## src/rtl/pll_search_pkg.sv

```systemverilog
package pll_search_pkg;
  localparam int unsigned REF_KHZ      = 24000;
  localparam int unsigned VCO_MIN_KHZ  = 440000;
  localparam int unsigned VCO_MAX_KHZ  = 2200000;
  localparam int unsigned FREF_MIN_KHZ = 269;
  localparam int unsigned FREF_MAX_KHZ = 2200000;
  localparam int unsigned MAX_NR       = 64;
  localparam int unsigned MAX_NF       = 4096;
  localparam int unsigned MAX_NO       = 16;
  localparam int unsigned ERR_LIM_KHZ  = 4000;

  localparam int unsigned NR_W  = $clog2(MAX_NR);
  localparam int unsigned NF_W  = $clog2(MAX_NF);
  localparam int unsigned NO_SH = $clog2(MAX_NO);
  localparam int unsigned NO_W  = NO_SH + 1;
  localparam int unsigned NO0_W = $clog2(VCO_MIN_KHZ + 1);
  localparam int unsigned EXT_W = NO0_W - NO_SH;

  typedef enum logic [1:0] {
    DS_NO0   = 2'd0,
    DS_NOADJ = 2'd1,
    DS_FREF  = 2'd2,
    DS_NF    = 2'd3
  } divSel_e;

  typedef struct packed {
    logic    capTarget;
    logic    divGo;
    divSel_e divSel;
    logic    capNo0;
    logic    capNo;
    logic    capVco;
    logic    capFref;
    logic    evalCand;
    logic    nextNr;
    logic    finOk;
    logic    finErr;
  } ctrl_t;

  typedef struct packed {
    logic tgtZero;
    logic divDone;
    logic vcoBad;
    logic frefLow;
    logic frefHigh;
    logic lastNr;
    logic bestZero;
    logic bestBig;
  } stat_t;
endpackage

```

## src/rtl/pll_search_div.sv

```systemverilog
module pll_search_div #(
  parameter int unsigned W = 22
) (
  input  logic         clk,
  input  logic         rstN,
  input  logic         go,
  input  logic [W-1:0] dividend,
  input  logic [W-1:0] divisor,
  output logic         done,
  output logic [W-1:0] quot,
  output logic [W-1:0] rem
);
  localparam int unsigned CW = $clog2(W + 1);

  logic [CW-1:0] cnt;
  logic          busy;
  logic [W-1:0]  dvs;
  logic [W:0]    remShift;
  logic          fits;

  always_comb begin
    remShift = {rem, quot[W-1]};
    fits     = remShift >= {1'b0, dvs};
  end

  always_ff @(posedge clk or negedge rstN) begin
    if (!rstN) begin
      cnt  <= '0;
      busy <= 1'b0;
      done <= 1'b0;
      dvs  <= '0;
      quot <= '0;
      rem  <= '0;
    end else if (go) begin
      cnt  <= CW'(W);
      busy <= 1'b1;
      done <= 1'b0;
      dvs  <= divisor;
      quot <= dividend;
      rem  <= '0;
    end else if (busy) begin
      if (fits) begin
        rem  <= W'(remShift - {1'b0, dvs});
        quot <= {quot[W-2:0], 1'b1};
      end else begin
        rem  <= remShift[W-1:0];
        quot <= {quot[W-2:0], 1'b0};
      end
      cnt <= cnt - 1'b1;
      if (cnt == CW'(1)) begin
        busy <= 1'b0;
        done <= 1'b1;
      end
    end else begin
      done <= 1'b0;
    end
  end
endmodule

```

## src/rtl/pll_search_dp.sv

```systemverilog
module pll_search_dp
  import pll_search_pkg::*;
#(
  parameter int unsigned TGT_W = 22
) (
  input  logic             clk,
  input  logic             rstN,
  input  ctrl_t            ctl,
  input  logic [TGT_W-1:0] targetKhz,
  output stat_t            st,
  output logic             searchErr,
  output logic [NR_W-1:0]  nrSel,
  output logic [NF_W-1:0]  nfSel,
  output logic [NO_W-1:0]  noSel,
  output logic [EXT_W-1:0] postDiv
);
  localparam int unsigned PROD_W = TGT_W + NO_W + EXT_W;
  localparam logic [TGT_W-1:0] VMIN  = TGT_W'(VCO_MIN_KHZ);
  localparam logic [TGT_W-1:0] REFV  = TGT_W'(REF_KHZ);
  localparam logic [TGT_W-1:0] NFLIM = TGT_W'(MAX_NF);

  logic [TGT_W-1:0] tgt, vco, fref, best;
  logic [NO0_W-1:0] no0;
  logic [EXT_W-1:0] ext;
  logic [NO_W-1:0]  noR;
  logic             noBig, vcoBad, failR;
  logic [NR_W-1:0]  nr, bestNr;
  logic [NF_W-1:0]  bestNf;

  logic [TGT_W-1:0] divA, divB, quot, rem;
  logic             divDone;

  always_comb begin
    divA = '0;
    divB = '0;
    unique case (ctl.divSel)
      DS_NO0:   begin divA = VMIN;          divB = tgt;           end
      DS_NOADJ: begin divA = TGT_W'(no0);   divB = TGT_W'(ext);   end
      DS_FREF:  begin divA = REFV;          divB = TGT_W'(nr);    end
      DS_NF:    begin divA = vco;           divB = fref;          end
    endcase
  end

  pll_search_div #(.W(TGT_W)) uDiv (
    .clk(clk), .rstN(rstN), .go(ctl.divGo),
    .dividend(divA), .divisor(divB),
    .done(divDone), .quot(quot), .rem(rem)
  );

  // ceiling quotient, shared by the two ceil divisions
  logic [TGT_W-1:0]  ceilQ;
  logic [NO0_W:0]    extFull;
  logic [TGT_W-1:0]  noEven;
  logic [PROD_W-1:0] prod;

  always_comb begin
    ceilQ   = quot + TGT_W'(rem != '0);
    extFull = ({1'b0, ceilQ[NO0_W-1:0]} + (NO0_W+1)'(MAX_NO - 1)) >> NO_SH;
    noEven  = ceilQ + TGT_W'((ceilQ > TGT_W'(1)) && ceilQ[0]);
    prod    = PROD_W'(tgt) * PROD_W'(noR) * PROD_W'(ext);
  end

  // candidate evaluation for one NR
  logic [TGT_W-1:0] nfPlus, candNf, candDiff;
  logic             nfOver, roundUp, better;

  always_comb begin
    nfPlus   = quot + TGT_W'(1);
    nfOver   = quot >= NFLIM;
    roundUp  = (nfPlus < NFLIM) && (rem > (fref >> 1));
    candNf   = roundUp ? nfPlus : quot;
    candDiff = roundUp ? (fref - rem) : rem;
    better   = !nfOver && (candDiff < best);
  end

  always_ff @(posedge clk or negedge rstN) begin
    if (!rstN) begin
      tgt    <= '0;
      vco    <= '0;
      fref   <= '0;
      best   <= '0;
      no0    <= '0;
      ext    <= '0;
      noR    <= '0;
      noBig  <= 1'b0;
      vcoBad <= 1'b0;
      failR  <= 1'b0;
      nr     <= '0;
      bestNr <= '0;
      bestNf <= '0;
    end else begin
      if (ctl.capTarget) tgt <= targetKhz;
      if (ctl.capNo0) begin
        no0 <= ceilQ[NO0_W-1:0];
        ext <= extFull[EXT_W-1:0];
      end
      if (ctl.capNo) begin
        noR   <= noEven[NO_W-1:0];
        noBig <= noEven > TGT_W'(MAX_NO);
      end
      if (ctl.capVco) begin
        vco    <= prod[TGT_W-1:0];
        best   <= prod[TGT_W-1:0];
        vcoBad <= (prod < PROD_W'(VCO_MIN_KHZ)) || (prod > PROD_W'(VCO_MAX_KHZ)) || noBig;
        nr     <= NR_W'(1);
        bestNr <= '0;
        bestNf <= '0;
      end
      if (ctl.capFref) fref <= quot;
      if (ctl.evalCand && better) begin
        best   <= candDiff;
        bestNr <= nr;
        bestNf <= candNf[NF_W-1:0];
      end
      if (ctl.nextNr) nr <= nr + 1'b1;
      if (ctl.finErr)     failR <= 1'b1;
      else if (ctl.finOk) failR <= 1'b0;
    end
  end

  always_comb begin
    st.tgtZero  = tgt == '0;
    st.divDone  = divDone;
    st.vcoBad   = vcoBad;
    st.frefLow  = fref < TGT_W'(FREF_MIN_KHZ);
    st.frefHigh = fref > TGT_W'(FREF_MAX_KHZ);
    st.lastNr   = nr == NR_W'(MAX_NR - 1);
    st.bestZero = best == '0;
    st.bestBig  = best > TGT_W'(ERR_LIM_KHZ);
  end

  assign searchErr = failR;
  assign nrSel     = bestNr;
  assign nfSel     = bestNf;
  assign noSel     = noR;
  assign postDiv   = ext;
endmodule

```

## src/rtl/pll_search_ctrl.sv

```systemverilog
module pll_search_ctrl
  import pll_search_pkg::*;
(
  input  logic  clk,
  input  logic  rstN,
  input  logic  start,
  input  stat_t st,
  output ctrl_t ctl,
  output logic  done
);
  typedef enum logic [3:0] {
    S_IDLE, S_ZCHK, S_D_NO0, S_GO_NOADJ, S_D_NOADJ, S_VCO, S_VCHK,
    S_GO_FREF, S_D_FREF, S_PRUNE, S_D_NF, S_NEXT, S_FINAL
  } state_e;

  state_e state, nxt;

  always_comb begin
    ctl = '0;
    nxt = state;
    unique case (state)
      S_IDLE: if (start) begin
        ctl.capTarget = 1'b1;
        nxt = S_ZCHK;
      end
      S_ZCHK: if (st.tgtZero) begin
        ctl.finErr = 1'b1;
        nxt = S_IDLE;
      end else begin
        ctl.divGo  = 1'b1;
        ctl.divSel = DS_NO0;
        nxt = S_D_NO0;
      end
      S_D_NO0: if (st.divDone) begin
        ctl.capNo0 = 1'b1;
        nxt = S_GO_NOADJ;
      end
      S_GO_NOADJ: begin
        ctl.divGo  = 1'b1;
        ctl.divSel = DS_NOADJ;
        nxt = S_D_NOADJ;
      end
      S_D_NOADJ: if (st.divDone) begin
        ctl.capNo = 1'b1;
        nxt = S_VCO;
      end
      S_VCO: begin
        ctl.capVco = 1'b1;
        nxt = S_VCHK;
      end
      S_VCHK: if (st.vcoBad) begin
        ctl.finErr = 1'b1;
        nxt = S_IDLE;
      end else begin
        nxt = S_GO_FREF;
      end
      S_GO_FREF: begin
        ctl.divGo  = 1'b1;
        ctl.divSel = DS_FREF;
        nxt = S_D_FREF;
      end
      S_D_FREF: if (st.divDone) begin
        ctl.capFref = 1'b1;
        nxt = S_PRUNE;
      end
      S_PRUNE: if (st.frefLow) begin
        nxt = S_FINAL;
      end else if (st.frefHigh) begin
        nxt = S_NEXT;
      end else begin
        ctl.divGo  = 1'b1;
        ctl.divSel = DS_NF;
        nxt = S_D_NF;
      end
      S_D_NF: if (st.divDone) begin
        ctl.evalCand = 1'b1;
        nxt = S_NEXT;
      end
      S_NEXT: if (st.lastNr || st.bestZero) begin
        nxt = S_FINAL;
      end else begin
        ctl.nextNr = 1'b1;
        nxt = S_GO_FREF;
      end
      S_FINAL: begin
        if (st.bestBig) ctl.finErr = 1'b1;
        else            ctl.finOk  = 1'b1;
        nxt = S_IDLE;
      end
      default: nxt = S_IDLE;
    endcase
  end

  always_ff @(posedge clk or negedge rstN) begin
    if (!rstN) begin
      state <= S_IDLE;
      done  <= 1'b0;
    end else begin
      state <= nxt;
      done  <= ctl.finOk | ctl.finErr;
    end
  end
endmodule

```

## src/rtl/pll_param_search.sv

```systemverilog
module pll_param_search
  import pll_search_pkg::*;
#(
  parameter int unsigned TGT_W = 22
) (
  input  logic             clk,
  input  logic             rstN,
  input  logic             start,
  input  logic [TGT_W-1:0] targetKhz,
  output logic             done,
  output logic             searchErr,
  output logic [NR_W-1:0]  nrSel,
  output logic [NF_W-1:0]  nfSel,
  output logic [NO_W-1:0]  noSel,
  output logic [EXT_W-1:0] postDiv
);
  ctrl_t ctl;
  stat_t st;

  pll_search_ctrl uCtrl (
    .clk(clk), .rstN(rstN), .start(start), .st(st), .ctl(ctl), .done(done)
  );

  pll_search_dp #(.TGT_W(TGT_W)) uDp (
    .clk(clk), .rstN(rstN), .ctl(ctl), .targetKhz(targetKhz), .st(st),
    .searchErr(searchErr), .nrSel(nrSel), .nfSel(nfSel),
    .noSel(noSel), .postDiv(postDiv)
  );
endmodule

```

## config.mk

```make
export PLATFORM = sky130hd
export DESIGN_NAME = pll_param_search
export DESIGN_NICKNAME = d
export VERILOG_FILES = /design/src/rtl/pll_search_pkg.sv /design/src/rtl/pll_search_div.sv /design/src/rtl/pll_search_dp.sv /design/src/rtl/pll_search_ctrl.sv /design/src/rtl/pll_param_search.sv
export SDC_FILE = /design/constraint.sdc
export NUM_CORES = 2
export LEC_CHECK = 0
export BUFFER_PORTS_ARGS = -buffer_cell sky130_fd_sc_hd__buf_2
export CAP_MARGIN = 0
export CORE_MARGIN = 2
export CORE_UTILIZATION = 40
export DETAILED_ROUTE_END_ITERATION = 10
export HOLD_SLACK_MARGIN = 0.12
export PLACE_DENSITY_LB_ADDON = 0.25
export SLEW_MARGIN = 0
export SYNTH_ARGS = -nofsm -noshare
export SYNTH_HDL_FRONTEND = slang
export SYNTH_HIERARCHICAL = 1
export SYNTH_SLANG_ARGS = --single-unit
```

## constraint.sdc

```tcl
create_clock -name clk -period 31.7 [get_ports clk]
set_input_delay 6.34 -clock clk [delete_from_list [all_inputs] [get_ports clk]]
set_output_delay 6.34 -clock clk [all_outputs]
set_load 0.03 [all_outputs]
```

# After elaboration in Yosys (flattened, before gate mapping)
# Cells that the tools add are included.
# Widths: inputs -> output; s select.
# word_totals
out_inout_bits	40
word_cells	144
register_bits	232
input_bits	25
# op_classes
mul	2
magnitude_cmp	12
muxes	59
reduce_logical	18
eq_ne	23
add_sub_neg	8
bitwise	1
# op_table
op	n
$mux 22	8
$pmux 22 s4	2
$pmux 4 s12	1
$add 22x1->22	2
$logic_not 22->1	2
$sub 22x22->22	2
$gt 42x22->1 const B	1
$lt 42x19->1 const B	1
$mul 27x15->42	1
$mux 12	3
$mux 4	7
$mul 22x5->27	1
$mux 1	25
$mux 6	4
$ge 23x22->1	1
$add 22x1->22 const B	1
$ge 22x13->1 const B	1
$gt 22x1->1 const B	1
$gt 22x12->1 const B	1
$gt 22x21->1	1
$gt 22x22->1 const B	1
$gt 22x5->1 const B	1
$lt 22x13->1 const B	1
$lt 22x22->1	1
29 further kinds	53

# Depth between registers and ports, before layout
# depth
depth_word	8
mapped_depth	43
depth_no_buf	40

# By module
# The synthesis kept the hierarchy.
# by_module_without_submodules
mod	instances	cells_each	seq_area_each_um2	area_per_inst_um2
pll_search_dp	1	3290	3853.7	28107.0
pll_search_div	1	530	1826.8	4619.4
pll_search_ctrl	1	64	125.1	467.9

# Least setup slack after synthesis
# OpenSTA, ideal clock, no wires.
# synth_path
path_kind	reg-to-reg
start	register uDp.noR[4], in the netlist uDp/noSel[4]
end	register uDp.vcoBad
slack_ns	20.908
synth_period_minus_slack_ns	10.792
arrival_time_ns	10.664
setup_ns	0.128
path_buffers	4
path_stages_with_launch	40
required_time_ns	31.572
cell_sequence	dfrtp_1 -> clkbuf_1 -> nand2_1 -> fa_1 -> fa_1 -> inv_1 -> fa_1 -> ha_1 -> nor2b_1 -> o21ai_0 -> a21boi_0 -> o21ai_0 -> a211oi_1 -> o21ai_0 -> a21boi_0 -> o21a_1 -> or3_1 -> clkbuf_1 -> [... 4 more ...] -> inv_1 -> fa_1 -> fa_1 -> fa_1 -> fa_1 -> ha_1 -> clkbuf_1 -> and2_1 -> a221oi_1 -> and2_1 -> and4_1 -> clkbuf_1 -> nor4_1 -> o31a_1 -> or4_1 -> a32o_1 -> nor4_1 -> a21oi_1
# synth_via
elab_chain_len	5
elab_cells_between_ends	6
cone_classes	mul: 2; order compare: 2; reduce/logical: 2
# synth_lines
element	line_no	text
from (decl)	pll_search_dp.sv:25	logic [NO_W-1:0] noR;
from (signal assigned)	pll_search_dp.sv:98	noR <= noEven[NO_W-1:0];
$mul 22x5->27 (*)	pll_search_dp.sv:60	prod = PROD_W'(tgt) * PROD_W'(noR) * PROD_W'(ext);
$mul 27x15->42 (*)	pll_search_dp.sv:60	
$lt 42x19->1 or $gt 42x22->1 (tied branches)	pll_search_dp.sv:104	vcoBad <= (prod < PROD_W'(VCO_MIN_KHZ)) || (prod > PROD_W'(VCO_MAX_KHZ)) || noBig;
$logic_or 1x1->1 (*) (2 in series)	pll_search_dp.sv:104	
to (signal assigned)	pll_search_dp.sv:104	
to (decl)	pll_search_dp.sv:26	logic noBig, vcoBad, failR;
# Every way passes the cells marked *; elsewhere a longest branch is shown, timed or not.
# A chain may end at the register's enable or synchronous reset.

# Final worst setup path
# Same ends and word-level chain as after synthesis.

==> metrics.md <==
| Metric | Value |
|---|---|
| Status | complete, no violations |
| Comb pwr share | 0.584 |
| Synthesized instance count | 3884 |
| Gr ovfl total | 0 |
| Hold/Removal Path Class | reg2reg |
| Max VDD drop | 0.0434 mV |
| Vias in the first global route | 28500 |
| Final wirelength | 104000 um |
| Detailed-route wire length per cell | 21.3 um |
| Critical Path Max Stage Delay | 0.85 ns |
| Nets@finish | 4445 |
| Sw power | 0.00112 W |
| Die area | 0.0853 sq mm |
| First-pass GRT wire length | 166000 um |
| Synth warnings | 6 |
| Hold_buf cts | 0 |
| CP endpoint kind | register |
| Worst slew margin | 0.226 |
| Cell Pwr Density | 60.2 mW/mm^2 |
| Core footprint | 0.0821 sq mm |
| CTS buffer count | 28 |
| Total number of vias | 27900 |
| Crit path time final | 12.19 ns |
| Number of diodes | 0 |
| Max frequency | 82.1 MHz |
| Initial antenna violation count | 3 |
| Mean post-synth cell area | 8.55 sq um |
| Sw Share | 0.525 |
| Drt first pass iters | 7 |
| Fin. Hold Viols | 0 |
| Chip width | 292 um |
| Rows | 105 |
| Die H | 292 um |
| TritonCTS clock tree | done |
| Antenna Violating Nets Remaining | 0 |
| Post-synth ARST share | 1.00 |
| Top Family by Delay on Critical Path | adder cells |
| Top_reg_cell synth | dfrtp_1 |
| Final Total Pwr | 0.00213 W |
| Slew Limit Fails | 0 |
| Sequential fraction of the synthesis area | 0.175 |
| Final period util | 0.384 |
| Crit path buffers/inverters | 5 |
| GRT Overall Usage | 0.247 |
| Hold WS | 0.493 ns |
| # DRC | 0 |
| H-tree depth | 1 |
| Slew @ Worst Pin | 1.15 ns |
| Seq cells post-synth | 232 |
| Vias per inst | 5.69 |
| PostCTS Resize Cnt | 0 |
| Max-cap viol count | 0 |
| Leakage power | 16.6 nW |
| Final setup violation count | 0 |
| Yosys cell types | 102 |
| RD Place Congestion | 0.917 |
| Startpoint types | register |
| Slowest cell on the critical path | dfrtp_1 |
| Syn Nets | 4528 |
| Clock power share | 0.152 |
| Reg power frac | 0.264 |
| CP most frequent cell | fa_1 |
| Layout cells sized above 1 | 0.0795 |
| WS Path Type | reg2reg |
| Root Buffer | clkbuf_16 |
| Post-detail-place hpwl | 78500 um |
| Worst Clk Skew | 0.0183 ns |
| # port buffers | 64 |
| Largest net degree at the start of global routing | 100 |
| FILL cells | 8225 |
| Mapped Area | 0.0332 sq mm |
| Clock-pin slew on the worst setup and hold paths | 0.08 ns |
| Synthesis-to-layout area growth | 6.50% |
| Fin Setup TNS | 0 ns |
| Post-synth EDFFs | 0 |
| CTS Sinks | 232 |
| Post-CTS setup buffers | 0 |
| Maximum clock insertion buffer count | 3 |
| RSZ-0062 raised after global routing | no |
| Critical-path maximum fanout | 31 |
| Worst Path Arrival | 12.64 ns |
| P_int | 0.00101 W |
| I/O pin cnt | 65 |
| DR iter-0 viols | 2112 |
| Worst path required time | 32.15 ns |
| Initial Util | 0.404 |
| Final core occ | 0.431 |
| Worst-Skew Late Latency | 0.58 ns |
==> routing by layer <==
metal / wire, um / track usage / part of all wire
met1: 46800 / 0.342 / 0.45
met2: 48900 / 0.410 / 0.47
met3: 6080 / 0.0309 / 0.058
met4: 2530 / 0.0585 / 0.024
met5: 17 / 0 / 0.00016
==> layout by cell type, fill, tap and decap left out, types with 44 or more instances in the layout <==
cell type    n
nor3_1      62
nand3b_1    44
a21oi_1    141
o21ai_0    199
dfrtp_1    231
nor2_1     153
xnor2_1     72
buf_4       50
mux2_2      68
and2_1     195
nand2_1    508
ha_1       234
inv_1      499
buf_2       63
nand4_1     52
a21o_1      56
fa_1       385
nand2b_1    48
nand3_1    109
mux2i_1     68
==> flip-flops by register name, summed over array words and instances (netlist names), 12 cells and up <==
name and flops:
uDp/fref 22, uDp/uDiv/dvs 22, uDp/vco 22, uDp/nfSel 12, uDp/postDiv 15, uDp/no0 19, uDp/best 22, uDp/tgt 22
uDp/uDiv/quot 22, uDp/uDiv/rem 22
==> synthesized netlist by cell type, types with 24 or more instances <==
master | number | area (sq um)
mux2i_1 | 68 | 681
nand4_1 | 52 | 325
inv_1 | 499 | 1870
mux2_2 | 68 | 766
ha_1 | 234 | 2930
nor2_1 | 156 | 586
and3_1 | 41 | 257
dfrtp_1 | 232 | 5810
nand3_1 | 109 | 546
xnor2_1 | 77 | 674
xor2_1 | 45 | 394
clkbuf_1 | 181 | 679
a211oi_1 | 24 | 180
nor4_1 | 38 | 238
fa_1 | 385 | 7710
a21oi_1 | 143 | 716
nand2b_1 | 48 | 300
nand2_1 | 508 | 1910
a31oi_1 | 32 | 200
nor3_1 | 64 | 320
a21o_1 | 56 | 420
nor2b_1 | 30 | 188
o21ai_0 | 199 | 996
and2_1 | 195 | 1220
nand3b_1 | 44 | 330
==> power groups by stage <==
stage          Clock, W  Sequential [W]  Combinational, W
3_3_place_gp          0        0.000560           0.00122
4_1_cts        0.000327        0.000556           0.00123
3_5_place_dp          0        0.000561           0.00122
6_report       0.000323        0.000561           0.00124
5_1_grt        0.000339        0.000570           0.00137
2_1_floorplan         0        0.000472          0.000898
==> through the flow <==
| stage | instances | instance area, sq um | worst slack (ns) |
|---|---|---|---|
| 2_1_floorplan | 3884 | 33200 | 20.91 |
| 3_3_place_gp | 4841 | 34400 | 19.73 |
| 3_5_place_dp | 4841 | 34400 | 19.67 |
| 4_1_cts | 4892 | 35400 | 19.62 |
| 5_1_grt | 4892 | 35400 | 18.79 |
| 6_report | 4892 | 35400 | 19.51 |
==> final timing paths <==
path | start | endpoint | slack, ns | cells after the start
worst min-delay path | uDp/searchErr | uDp/searchErr | 0.49 | 1
min in group asynchronous | rstN | uDp/uDiv/quot[6] | 5.82 | 1
worst min register to register | uDp/searchErr | uDp/searchErr | 0.49 | 1
worst max-delay path | uDp/noSel[4] | uDp/vcoBad | 19.51 | 37
max in group asynchronous | rstN | uDp/tgt[2] | 24.39 | 2
worst max register to register | uDp/noSel[4] | uDp/vcoBad | 19.51 | 37
==> cells by family (layout without fill, tap and decap cells) <==
family / count (synthesis) / in the layout / synth area share
and+or+nand+nor: 1375 / 1375 / 0.210
adders and majority gates: 619 / 619 / 0.320
AOI/OAI and AO/OA: 667 / 667 / 0.130
buffers and inverters: 726 / 664 / 0.0846
muxes: 142 / 142 / 0.0476
xor gates and xnor gates: 123 / 123 / 0.0327
DFF: 232 / 232 / 0.175
==> cell type report <==
class                           count  area (sq um)  area share
Multi-Input combinational cell   2926         24700       0.699
Sequential cell                   232          5810       0.164
Inverter                          499          1870      0.0530
Tap cell                         1070          1340      0.0379
Clock buffer                       38           808      0.0229
Timing Repair Buffer              114           706      0.0200
Clock inverter                     13           114     0.00322
(Power assumes the default switching activity.)
